--- src/rtl/lsa_align_pkg.sv ---
package lsa_align_pkg;

   localparam int CLASS_W = 3;
   localparam int CAUSE_W = 3;
   localparam int NUM_CAUSE = 6;

   typedef enum logic [CLASS_W-1:0] {
      CLS_INT   = 3'd0,
      CLS_MULT  = 3'd1,
      CLS_STR   = 3'd2,
      CLS_COP   = 3'd3,
      CLS_BZERO = 3'd4
   } op_class_e;

   typedef enum logic [CAUSE_W-1:0] {
      CAU_NONE      = 3'd0,
      CAU_INT_MIS   = 3'd1,
      CAU_MULT_MIS  = 3'd2,
      CAU_COP_SPAN  = 3'd3,
      CAU_COP_OPAL  = 3'd4,
      CAU_COP_WORD  = 3'd5,
      CAU_BZERO_PG  = 3'd6
   } cause_e;

endpackage

--- src/rtl/lsa_size_dec.sv ---
module lsa_size_dec #(
   parameter int LINE_LG = 4,
   parameter int SIZE_W  = 3
) (
   input  logic [SIZE_W-1:0]  size_lg,
   output logic [LINE_LG:0]   bytes,
   output logic [LINE_LG-1:0] low_mask
);
   localparam int MAX_CODE = LINE_LG;

   logic [SIZE_W-1:0] eff_lg;

   initial begin
      if ((1 << SIZE_W) - 1 < MAX_CODE)
         $error("lsa_size_dec: SIZE_W too narrow for LINE_LG");
   end

   // codes beyond the span size saturate at one full span
   always_comb begin
      if (int'(size_lg) > MAX_CODE) eff_lg = SIZE_W'(MAX_CODE);
      else                           eff_lg = size_lg;
   end

   always_comb begin
      bytes = '0;
      bytes[eff_lg] = 1'b1;
   end

   always_comb begin
      low_mask = '0;
      for (int i = 0; i < LINE_LG; i++)
         low_mask[i] = (i < int'(eff_lg));
   end

endmodule

--- src/rtl/lsa_span_chk.sv ---
module lsa_span_chk #(
   parameter int LINE_LG      = 4,
   parameter bit CROSS_BY_ADD = 1'b1
) (
   input  logic [LINE_LG-1:0] off,
   input  logic [LINE_LG:0]   bytes,
   output logic               crosses
);
   localparam int SUM_W = LINE_LG + 2;
   localparam logic [SUM_W-1:0] SPAN = SUM_W'(1 << LINE_LG);

   generate
      if (CROSS_BY_ADD) begin : g_add
         logic [SUM_W-1:0] end_pos;
         always_comb begin
            end_pos = SUM_W'(off) + SUM_W'(bytes);
            crosses = end_pos > SPAN;
         end
      end else begin : g_cmp
         // power-of-two widths: straddle iff offset passes span minus width
         logic [SUM_W-1:0] room;
         always_comb begin
            room    = SPAN - SUM_W'(bytes);
            crosses = SUM_W'(off) > room;
         end
      end
   endgenerate

endmodule

--- src/rtl/lsa_rule_pick.sv ---
module lsa_rule_pick
   import lsa_align_pkg::*;
#(
   parameter int N_RULE = NUM_CAUSE
) (
   input  logic [N_RULE:1]     hits,
   output logic [CAUSE_W-1:0]  cause,
   output logic                any_hit
);
   initial begin
      if (N_RULE >= (1 << CAUSE_W))
         $error("lsa_rule_pick: too many rules for cause width");
   end

   // scan from the highest rule down so the lowest one wins
   always_comb begin
      cause = '0;
      for (int i = N_RULE; i >= 1; i--)
         if (hits[i]) cause = CAUSE_W'(i);
   end

   assign any_hit = |hits;

endmodule

--- src/rtl/lsa_align_detect.sv ---
module lsa_align_detect
   import lsa_align_pkg::*;
#(
   parameter int LINE_LG      = 4,
   parameter int WORD_LG      = 2,
   parameter int SIZE_W       = 3,
   parameter bit CROSS_BY_ADD = 1'b1
) (
   input  logic [LINE_LG-1:0] ea_off,
   input  logic [SIZE_W-1:0]  size_lg,
   input  logic [2:0]         op_class,
   input  logic               force_align,
   input  logic               cop_need_opalign,
   input  logic               cop_need_word,
   input  logic               page_wt,
   input  logic               page_ci,
   output logic               align_exc,
   output logic [2:0]         exc_cause
);
   localparam logic [LINE_LG-1:0] WORD_MASK = LINE_LG'((1 << WORD_LG) - 1);

   initial begin
      if (WORD_LG > LINE_LG)
         $error("lsa_align_detect: word larger than span");
      if (LINE_LG < 1)
         $error("lsa_align_detect: LINE_LG must be positive");
   end

   logic [LINE_LG:0]   bytes;
   logic [LINE_LG-1:0] low_mask;
   logic               crosses;
   logic               mis_width;
   logic               mis_word;
   logic               is_int, is_mult, is_cop, is_bzero;
   logic [NUM_CAUSE:1] hits;
   logic               any_hit;
   logic [CAUSE_W-1:0] cause_w;

   lsa_size_dec #(.LINE_LG(LINE_LG), .SIZE_W(SIZE_W)) u_size (
      .size_lg  (size_lg),
      .bytes    (bytes),
      .low_mask (low_mask)
   );

   lsa_span_chk #(.LINE_LG(LINE_LG), .CROSS_BY_ADD(CROSS_BY_ADD)) u_span (
      .off     (ea_off),
      .bytes   (bytes),
      .crosses (crosses)
   );

   always_comb begin
      mis_width = |(ea_off & low_mask);
      mis_word  = |(ea_off & WORD_MASK);
   end

   // string and reserved codes match nothing, so they never fault
   always_comb begin
      is_int   = (op_class == CLS_INT);
      is_mult  = (op_class == CLS_MULT);
      is_cop   = (op_class == CLS_COP);
      is_bzero = (op_class == CLS_BZERO);
   end

   always_comb begin
      hits               = '0;
      hits[CAU_INT_MIS]  = is_int  & force_align & mis_width;
      hits[CAU_MULT_MIS] = is_mult & force_align & mis_word;
      hits[CAU_COP_SPAN] = is_cop  & crosses;
      hits[CAU_COP_OPAL] = is_cop  & cop_need_opalign & mis_width;
      hits[CAU_COP_WORD] = is_cop  & cop_need_word & mis_word;
      hits[CAU_BZERO_PG] = is_bzero & (page_wt | page_ci);
   end

   lsa_rule_pick #(.N_RULE(NUM_CAUSE)) u_pick (
      .hits    (hits),
      .cause   (cause_w),
      .any_hit (any_hit)
   );

   assign align_exc = any_hit;
   assign exc_cause = cause_w;

endmodule

--- config.mk ---
export PLATFORM = sky130hd
export DESIGN_NAME = lsa_align_detect
export DESIGN_NICKNAME = d
export VERILOG_FILES = /design/src/rtl/lsa_align_pkg.sv /design/src/rtl/lsa_size_dec.sv /design/src/rtl/lsa_span_chk.sv /design/src/rtl/lsa_rule_pick.sv /design/src/rtl/lsa_align_detect.sv
export SDC_FILE = /design/constraint.sdc
export NUM_CORES = 1
export LEC_CHECK = 0
export BUFFER_PORTS_ARGS = -buffer_cell sky130_fd_sc_hd__buf_2
export CORE_AREA = 3 3 40 42
export DETAILED_ROUTE_END_ITERATION = 6
export DIE_AREA = 0 0 43 45
export GPL_ROUTABILITY_DRIVEN = 0
export PLACE_DENSITY = 0.65
export SYNTH_ARGS = -nofsm -noshare
export SYNTH_HDL_FRONTEND = slang
export SYNTH_SLANG_ARGS = --single-unit
--- constraint.sdc ---
create_clock -name vclk -period 6.6
set_input_delay 0.33 -clock vclk [all_inputs]
set_output_delay 0.33 -clock vclk [all_outputs]
set_load 0.005 [all_outputs]
==> impl_results.md, run 1 <==
- Seq cells: 0
- Largest net degree at the start of global routing: 13
- Number of port buffers: 19
- Combinational power share: 100.0%
- Layout cells sized above 1: 36.5%
- Area growth from synthesis to layout: 24.2%
- Share of the synthesized area in the top cell type: 8.55%
- FF/Latch Area: 0 sq um
- Mapped Cells: 57
- Starting DRT DRC Count: 5
- Clk pwr share: 0%
- Int Pwr: 0.0147 mW
- Area leader, netlist: ha_1
- Slew @ Worst Pin: 0.400 ns
- DIE HEIGHT: 45 microns
- Seq pwr share: 0%
- Initial core utilization: 34.2%
- Core area: 1280 sq um
- Max-slew headroom: 73.0%
- Clock buffer count: 0
- Setup TNS: 0 ns
- # nets final: 95
- CTS resizes: 0
- CP arrival: 2.60 ns
- Setup WS pre-CTS: 3.68 ns
- Synth cell types: 37
- Synth area leaders: ha_1 (8.5%), fa_1 (4.6%), maj3_1 (4.6%)
- # DRC: 0
- Max Cap Viol: 0
- Fmax achieved: 342 MHz
- Setup Viol. Count Final: 0
- GRT Overall Usage: 11.5%
- Vias in the first global route: 450
- NetSw: 0.0164 mW
- Antenna cells: 0
- Syn Nets: 76
- Min-delay worst type: in2out
- CP Capture Type: primary output
- Sw Share: 52.7%
- CP startpoint kind: primary input
- Crit Path Class: in2out
- Worst EP required: 6.27 ns
- Worst IR Drop VDD: 0.0000292 V
- Post-route ant nets: 0
- Vias per std cell: 5.72
- Tcrit/Tclk final: 44.3%
- Wire per inst: 12.3 microns
- Grt total ovfl: 0
- Worst setup margin: 3.67 ns
- Total number of vias: 509
- Crit path time final: 2.93 ns
- RSZ-0062 raised after global routing: false
- Die width: 43 microns
- Outcome: completed
- Critical-path maximum fanout: 12
- Sequential share of the synthesized area: 0%
- DRT Pass-1 Iters: 4
- Antenna violations before repair: 0
- # hold bufs at CTS: 0
- Total wire length: 1090 microns
- Final Max Tran Viols: 0
- Hold Vio Cnt, Final: 0
- Avg Inst Size Synth: 7.70 sq um
- Top Ports: 19
- Synth Warn #: 0
- Rows: 13
- Full die area: 1940 sq um
- P_leak: 0.231 nW
- Global-route wire length before repair: 1840 microns
- Pwr Density: 57.0 nW/um^2
- Post-CTS setup buffer count: 0
- DP HPWL: 948 microns
- Synth Cell Area: 439 sq um
layer usage:
layer	vias to the layer above	global-route usage [%]	routed length (microns)
met5	-	0	0
met4	0	0	0
met3	0	1.20	75
met2	14	22.5	528
met1	230	14.6	489
li1	265	-	-
power groups by stage:
| stage | logic [mW] | clock network, mW | registers [mW] |
|---|---|---|---|
| after floorplan | 0.0191 | 0 | 0 |
| after global placement | 0.0308 | 0 | 0 |
| after detailed placement | 0.0312 | 0 | 0 |
| after CTS | 0.0313 | 0 | 0 |
| after global routing | 0.0351 | 0 | 0 |
| final | 0.0311 | 0 | 0 |
logic make-up (layout without fill, tap and decap cells):
logic type	count (synthesis)	count (layout)	share of synthesized area, %
and+or+nand+nor	25	25	38.2
AOI/OAI and AO/OA	20	20	35.3
adders and majority gates	6	6	17.7
buffers and inverters	3	20	2.56
xor gates and xnor gates	2	2	3.99
muxes	1	1	2.28
critical path: stages:
cell       delay, ns
buf_2           0.18
nor3b_1         0.37
ha_1            0.30
a21oi_1         0.32
inv_1           0.08
maj3_1          0.38
a221oi_2        0.36
a2bb2oi_2       0.15
buf_2           0.12
layout by cell type, fill, tap and decap left out, types with 2 or more instances in the layout:
master and instances:
o21ai_0 4, nand4_1 2, buf_2 19, maj3_1 2
nand3_1 3, xor2_1 2, o31a_1 2, ha_1 3
nor3_1 3, a21oi_1 3, nor4b_1 2, nor2_1 4
final cells by class:
cell class | count | area, sq um
Fill cell | 140 | 739
Timing Repair Buffer | 19 | 95.1
Multi-Input combinational cell | 54 | 428
Tap cell | 15 | 18.8
Inverter | 1 | 3.75
metrics by stage:
| step | cell area, sq um | total power [mW] | hold WS [ns] | util [%] | instances |
|---|---|---|---|---|---|
| 6_report | 546 | 0.0311 | 1.01 | 42.5 | 89 |
| 5_1_grt | 546 | 0.0351 | 1.04 | 42.5 | 89 |
| 4_1_cts | 546 | 0.0313 | 1.02 | 42.5 | 89 |
| 3_5_place_dp | 546 | 0.0312 | 1.02 | 42.5 | 89 |
| 3_3_place_gp | 546 | 0.0308 | 1.01 | 42.5 | 89 |
| 2_1_floorplan | 439 | 0.0191 | 0.769 | - | 57 |
worst paths after layout:
kind / from / to / slack [ns] / cells after the start
setup / recovery: size_lg[2] / exc_cause[2] / 3.67 / 9
hold / removal: cop_need_opalign / exc_cause[2] / 1.01 / 4
cells in the mapped netlist (all sizes together), types with 2 or more instances:
cell type,n
nor2,4
o21ai,4
a21oi,3
ha,3
nand3,3
nor3,3
and3b,2
clkbuf,2
maj3,2
nand4,2
nor3b,2
nor4b,2
o31a,2
or2,2
xor2,2
No activity file was read; power rests on OpenSTA's default activity.
==> run 2: changes to the inputs <==
==> constraint.sdc (replaced) <==
create_clock -name vclk -period 2.8
set_input_delay 0.14 -clock vclk [all_inputs]
set_output_delay 0.14 -clock vclk [all_outputs]
set_load 0.005 [all_outputs]
==> run 2 against run 1 <==
Non-clock buffer count did not move; clock-buffer cell count unchanged; global-route usage fell by 0.58 points; via count shrank 2.6%; critical endpoint is now exc_cause[0]; setup slack got worse by 3.4 ns; design area stayed put; total power grew 140%; worst hold slack worse by 0.38 ns; highest routed layer unchanged; final cell count unchanged.
==> impl_results.md, run 2 (synthesized netlist as in run 1, its figures left out) <==
- Met1 global-route usage: 16.5% (was 14.6%)
- Combinational power share: 100.0% (about the same)
- Final Max Tran Viols: 0 (unchanged)
- Crit path time final: 2.56 ns
- CTS resizes: 0 (unchanged)
- Utilization after layout: 42.5% (unchanged)
- Clk pwr share: 0% (about the same)
- Initial core utilization: 34.2% (unchanged)
- WHS: 0.633 ns (was 1.01 ns)
- CP startpoint kind: primary input (unchanged)
- Clock buffer count: 0 (unchanged)
- GRT Overall Usage: 11.0% (was 11.5%)
- Top Ports: 19 (unchanged)
- Post-CTS setup buffer count: 0 (unchanged)
- P_leak: 0.231 nW (unchanged)
- # DRC: 0 (unchanged)
- Most common cell after layout, fill and taps aside: buf_2 (unchanged)
- Slew @ Worst Pin: 0.399 ns (was 0.400 ns)
- Max Cap Viol: 0 (unchanged)
- Met3 usage: 0.398% (was 1.20%)
- Area growth from synthesis to layout: 24.2% (unchanged)
- RSZ-0062 raised after global routing: false (unchanged)
- Vias in the first global route: 409 (was 450)
- Fmax achieved: 390 MHz
- Largest net degree at the start of global routing: 13 (unchanged)
- Int Pwr: 0.0347 mW (was 0.0147 mW)
- Post-route ant nets: 0 (unchanged)
- Seq cells: 0 (unchanged)
- Finished Layout Cells: 89 (unchanged)
- CP arrival: 2.42 ns (was 2.60 ns)
- Wire per inst: 12.1 microns (was 12.3 microns)
- Total wire length: 1080 microns (was 1090 microns)
- Worst setup margin: 0.237 ns (was 3.67 ns)
- Setup TNS: 0 ns (unchanged)
- Crit Path Class: in2out (unchanged)
- # hold bufs at CTS: 0 (unchanged)
- Seq pwr share: 0% (about the same)
- Core area: 1280 sq um (unchanged)
- # nets final: 95 (unchanged)
- Antenna violations before repair: 0 (unchanged)
- Max-slew headroom: 73.1% (was 73.0%)
- Starting DRT DRC Count: 4 (was 5)
- Die width: 43 microns (unchanged)
- Hold Vio Cnt, Final: 0 (unchanged)
- Rows: 13 (unchanged)
- Layout cells sized above 1: 36.5% (unchanged)
- Multi-input gate area: 428 sq um (unchanged)
- DRT Pass-1 Iters: 4 (unchanged)
- Global-route wire length before repair: 1750 microns (was 1840 microns)
- Setup Viol. Count Final: 0 (unchanged)
- FF/Latch Area: 0 sq um (unchanged)
- Number of port buffers: 19 (unchanged)
- Critical-path maximum fanout: 12 (unchanged)
- Outcome: completed (unchanged)
- Grt total ovfl: 0 (unchanged)
- DP HPWL: 922 microns (was 948 microns)
- Tcrit/Tclk final: 91.6%
- Met2 Track Usage GR: 18.6% (was 22.5%)
- NetSw: 0.0387 mW (was 0.0164 mW)
- Min-delay worst type: in2out (unchanged)
- Most frequent cells in the layout: buf_2 (19), nor2_1 (4), o21ai_0 (4) (unchanged)
- Full die area: 1940 sq um (unchanged)
- Antenna cells: 0 (unchanged)
- Worst EP required: 2.66 ns (was 6.27 ns)
- Filler cells: 140 (unchanged)
- Most Crowded Layer GR: met2 (unchanged)
- DIE HEIGHT: 45 microns (unchanged)
- DP Cell Count: 89 (unchanged)
- Vias per std cell: 5.57 (was 5.72)
- Pwr Density: 134 nW/um^2 (was 57.0 nW/um^2)
- Worst IR Drop VDD: 0.0000617 V (was 0.0000292 V)
- Setup WS pre-CTS: 0.254 ns (was 3.68 ns)
- Total number of vias: 496 (was 509)
- CP Capture Type: primary output (unchanged)
- Sw Share: 52.7% (about the same)
## run 2: cell counts in the layout (fill, tap and decap cells not counted)
No cell type changed its count.
## run 2: area by class of cell
type | count | area share [%]
tap | 15 | 3.44
inverter | 1 | 0.688
multi-input combinational | 54 | 78.4
timing repair buffer | 19 | 17.4
## run 2: metal layers
layer  share of wire, %  up-vias
met5                  0        -
met3                7.1        0
met4                  0        0
met1                 50      217
met2                 43       16
li1                   -      263
## run 2: critical path, stage by stage
cell      delay (ns)
buf_2           0.17
nor3_1          0.37
ha_1            0.27
fa_1            0.44
nor3_1          0.20
or3b_1          0.37
nand3_1         0.18
o211ai_1        0.13
buf_2           0.14
## run 2: power groups by stage
stage	logic [mW]	clock network (mW)	registers, mW
after floorplan	0.0451	0	0
after global placement	0.0718	0	0
after detailed placement	0.0735	0	0
after CTS	0.0737	0	0
after global routing	0.0830	0	0
final	0.0734	0	0
## run 2: metrics by stage
step | total power, mW | instance area (sq um)
after detailed placement | 0.0735 | 546
final | 0.0734 | 546
after global placement | 0.0718 | 546
after global routing | 0.0830 | 546
after floorplan | 0.0451 | 439
after CTS | 0.0737 | 546
## run 2: worst paths after layout
| kind | from | cells past startpoint | end | slack (ns) |
|---|---|---|---|---|
| setup / recovery | size_lg[2] | 9 | exc_cause[0] | 0.24 |
| hold / removal | cop_need_opalign | 4 | exc_cause[2] | 0.63 |
==> run 3: changes to the inputs <==
--- a/config.mk
+++ b/config.mk
@@ -6,11 +6,13 @@
 export NUM_CORES = 1
 export LEC_CHECK = 0
 export BUFFER_PORTS_ARGS = -buffer_cell sky130_fd_sc_hd__buf_2
-export CORE_AREA = 3 3 40 42
+export CELL_PAD_IN_SITES_DETAIL_PLACEMENT = 1
+export CELL_PAD_IN_SITES_GLOBAL_PLACEMENT = 2
+export CORE_MARGIN = 3
+export CORE_UTILIZATION = 27
 export DETAILED_ROUTE_END_ITERATION = 6
-export DIE_AREA = 0 0 43 45
 export GPL_ROUTABILITY_DRIVEN = 0
-export PLACE_DENSITY = 0.65
+export PLACE_DENSITY = 0.9
 export SYNTH_ARGS = -nofsm -noshare
 export SYNTH_HDL_FRONTEND = slang
 export SYNTH_SLANG_ARGS = --single-unit
==> run 3 against run 2 <==
Total power is 2.2% higher; die area is 11% higher; non-clock buffer count stayed put; first-iteration DRC count is 75% higher; global-route usage is 1.7 points higher; via count is 3.0% higher; largest power group unchanged; fmax is 1.8% higher; sequential share of layout area stayed put; setup slack better by 0.045 ns; core utilization is 3.9 points lower; worst hold slack hardly changed; flip-flop and latch count stayed put.
==> impl_results.md, run 3 (synthesized netlist as in run 1, its figures left out) <==
- # DRC: 0 (unchanged)
- Seq cells: 0 (unchanged)
- Layout cells sized above 1: 36.5% (unchanged)
- Sw Share: 53.6% (was 52.7%)
- RSZ-0062 raised after global routing: false (unchanged)
- Final Max Tran Viols: 0 (unchanged)
- Vias in the first global route: 516 (was 409)
- CP arrival: 2.38 ns (was 2.42 ns)
- Rows: 13 (unchanged)
- GRT Overall Usage: 12.7% (was 11.0%)
- Crit path time final: 2.52 ns (was 2.56 ns)
- # hold bufs at CTS: 0 (unchanged)
- NetSw: 0.0402 mW (was 0.0387 mW)
- Area growth from synthesis to layout: 24.2% (unchanged)
- Filler cells: 193 (was 140)
- DIE HEIGHT: 46.3 microns (was 45 microns)
- Multi-input gate area: 428 sq um (unchanged)
- Worst EP required: 2.66 ns (about the same)
- Setup TNS: 0 ns (unchanged)
- CP startpoint kind: primary input (unchanged)
- Min-delay worst type: in2out (unchanged)
- Hold Vio Cnt, Final: 0 (unchanged)
- Finished Layout Cells: 89 (unchanged)
- Initial core utilization: 31.0% (was 34.2%)
- Pwr Density: 137 nW/um^2 (was 134 nW/um^2)
- Int Pwr: 0.0348 mW (was 0.0347 mW)
- Setup Viol. Count Final: 0 (unchanged)
- Clk pwr share: 0% (about the same)
- Tcrit/Tclk final: 89.9% (was 91.6%)
- Max Cap Viol: 0 (unchanged)
- Starting DRT DRC Count: 7 (was 4)
- Cell chain of the critical path: buf_2, nor3b_1, ha_1, a21oi_1, inv_1, maj3_1, a221oi_2, a2bb2oi_2, buf_2 (was buf_2, nor3_1, ha_1, fa_1, nor3_1, or3b_1, nand3_1, o211ai_1, buf_2)
- Die width: 46.3 microns (was 43 microns)
- Most Crowded Layer GR: met2 (unchanged)
- DRT Pass-1 Iters: 2 (was 4)
- Crit path largest cell delay: 0.39 ns (was 0.44 ns)
- Most frequent cells in the layout: buf_2 (19), nor2_1 (4), o21ai_0 (4) (unchanged)
- Post-route ant nets: 0 (unchanged)
- Met1 global-route usage: 17.1% (was 16.5%)
- Full die area: 2150 sq um (was 1940 sq um)
- Top Ports: 19 (unchanged)
- Slew @ Worst Pin: 0.394 ns (was 0.399 ns)
- Critical-path maximum fanout: 12 (unchanged)
- Seq pwr share: 0% (about the same)
- CP Capture Type: primary output (unchanged)
- Worst IR Drop VDD: 0.0000598 V (was 0.0000617 V)
- Combinational power share: 100.0% (about the same)
- Clock buffer count: 0 (unchanged)
- Crit Path Class: in2out (unchanged)
- Most common cell after layout, fill and taps aside: buf_2 (unchanged)
- Met3 usage: 0% (was 0.398%)
- Grt total ovfl: 0 (unchanged)
- Crit-path slowest cell: a221oi_2 (was fa_1)
- CTS resizes: 0 (unchanged)
- DP HPWL: 1090 microns (was 922 microns)
- Most used cell, CP: buf_2
- Total wire length: 1250 microns (was 1080 microns)
- Antenna violations before repair: 0 (unchanged)
- Wire per inst: 14.0 microns (was 12.1 microns)
- Met2 Track Usage GR: 23.6% (was 18.6%)
- Fmax achieved: 397 MHz (was 390 MHz)
- Post-CTS setup buffer count: 0 (unchanged)
- Number of port buffers: 19 (unchanged)
- DP Cell Count: 89 (unchanged)
- Total number of vias: 511 (was 496)
- Antenna cells: 0 (unchanged)
- Core area: 1420 sq um (was 1280 sq um)
- Max-slew headroom: 73.3% (was 73.1%)
- Outcome: completed (unchanged)
- Global-route wire length before repair: 2120 microns (was 1750 microns)
- FF/Latch Area: 0 sq um (unchanged)
- # nets final: 95 (unchanged)
- P_leak: 0.231 nW (unchanged)
- Largest net degree at the start of global routing: 13 (unchanged)
- Vias per std cell: 5.74 (was 5.57)
==> run 3: path summary, 6_finish.rpt <==
| kind | start | endpoint | slack, ns | cells past startpoint |
|---|---|---|---|---|
| max | size_lg[2] | exc_cause[2] | 0.28 | 9 |
| min | cop_need_opalign | exc_cause[2] | 0.63 | 4 |
==> run 3: layout make-up <==
| type | instances | area share (%) |
|---|---|---|
| Timing Repair Buffer | 19 | 17.4 |
| Multi-Input combinational cell | 54 | 78.4 |
| Inverter | 1 | 0.688 |
| Tap cell | 15 | 3.44 |
==> run 3: power groups by stage <==
| stage | clock (mW) | combinational, mW | sequential [mW] |
|---|---|---|---|
| floorplan | 0 | 0.0451 | 0 |
| global placement | 0 | 0.0736 | 0 |
| detailed placement | 0 | 0.0752 | 0 |
| CTS | 0 | 0.0755 | 0 |
| global route | 0 | 0.0845 | 0 |
| finish | 0 | 0.0750 | 0 |
==> run 3: per-layer routing <==
metal	vias up	routed length (microns)
met5	-	0
met4	0	0
met1	231	628
li1	266	-
met2	14	553
met3	0	67
==> run 3: worst max-delay path, delay by kind of cell <==
| family | cells | cell delay (ns) |
|---|---|---|
| AO/OA/AOI/OAI | 3 | 0.83 |
| adder cells (fa/ha/maj) | 2 | 0.68 |
| buffers and inverters | 3 | 0.36 |
| AND/OR/NAND/NOR | 1 | 0.36 |
==> run 3: per-stage QoR <==
| step | hold WS (ns) | worst slack, ns | area [sq um] | utilization, % | power (mW) |
|---|---|---|---|---|---|
| 2_1_floorplan | 0.389 | 0.548 | 439 | - | 0.0451 |
| 3_3_place_gp | 0.635 | 0.315 | 546 | 38.6 | 0.0736 |
| 3_5_place_dp | 0.634 | 0.264 | 546 | 38.6 | 0.0752 |
| 4_1_cts | 0.634 | 0.265 | 546 | 38.6 | 0.0755 |
| 5_1_grt | 0.675 | 0.0284 | 546 | 38.6 | 0.0845 |
| 6_report | 0.634 | 0.282 | 546 | 38.6 | 0.0750 |
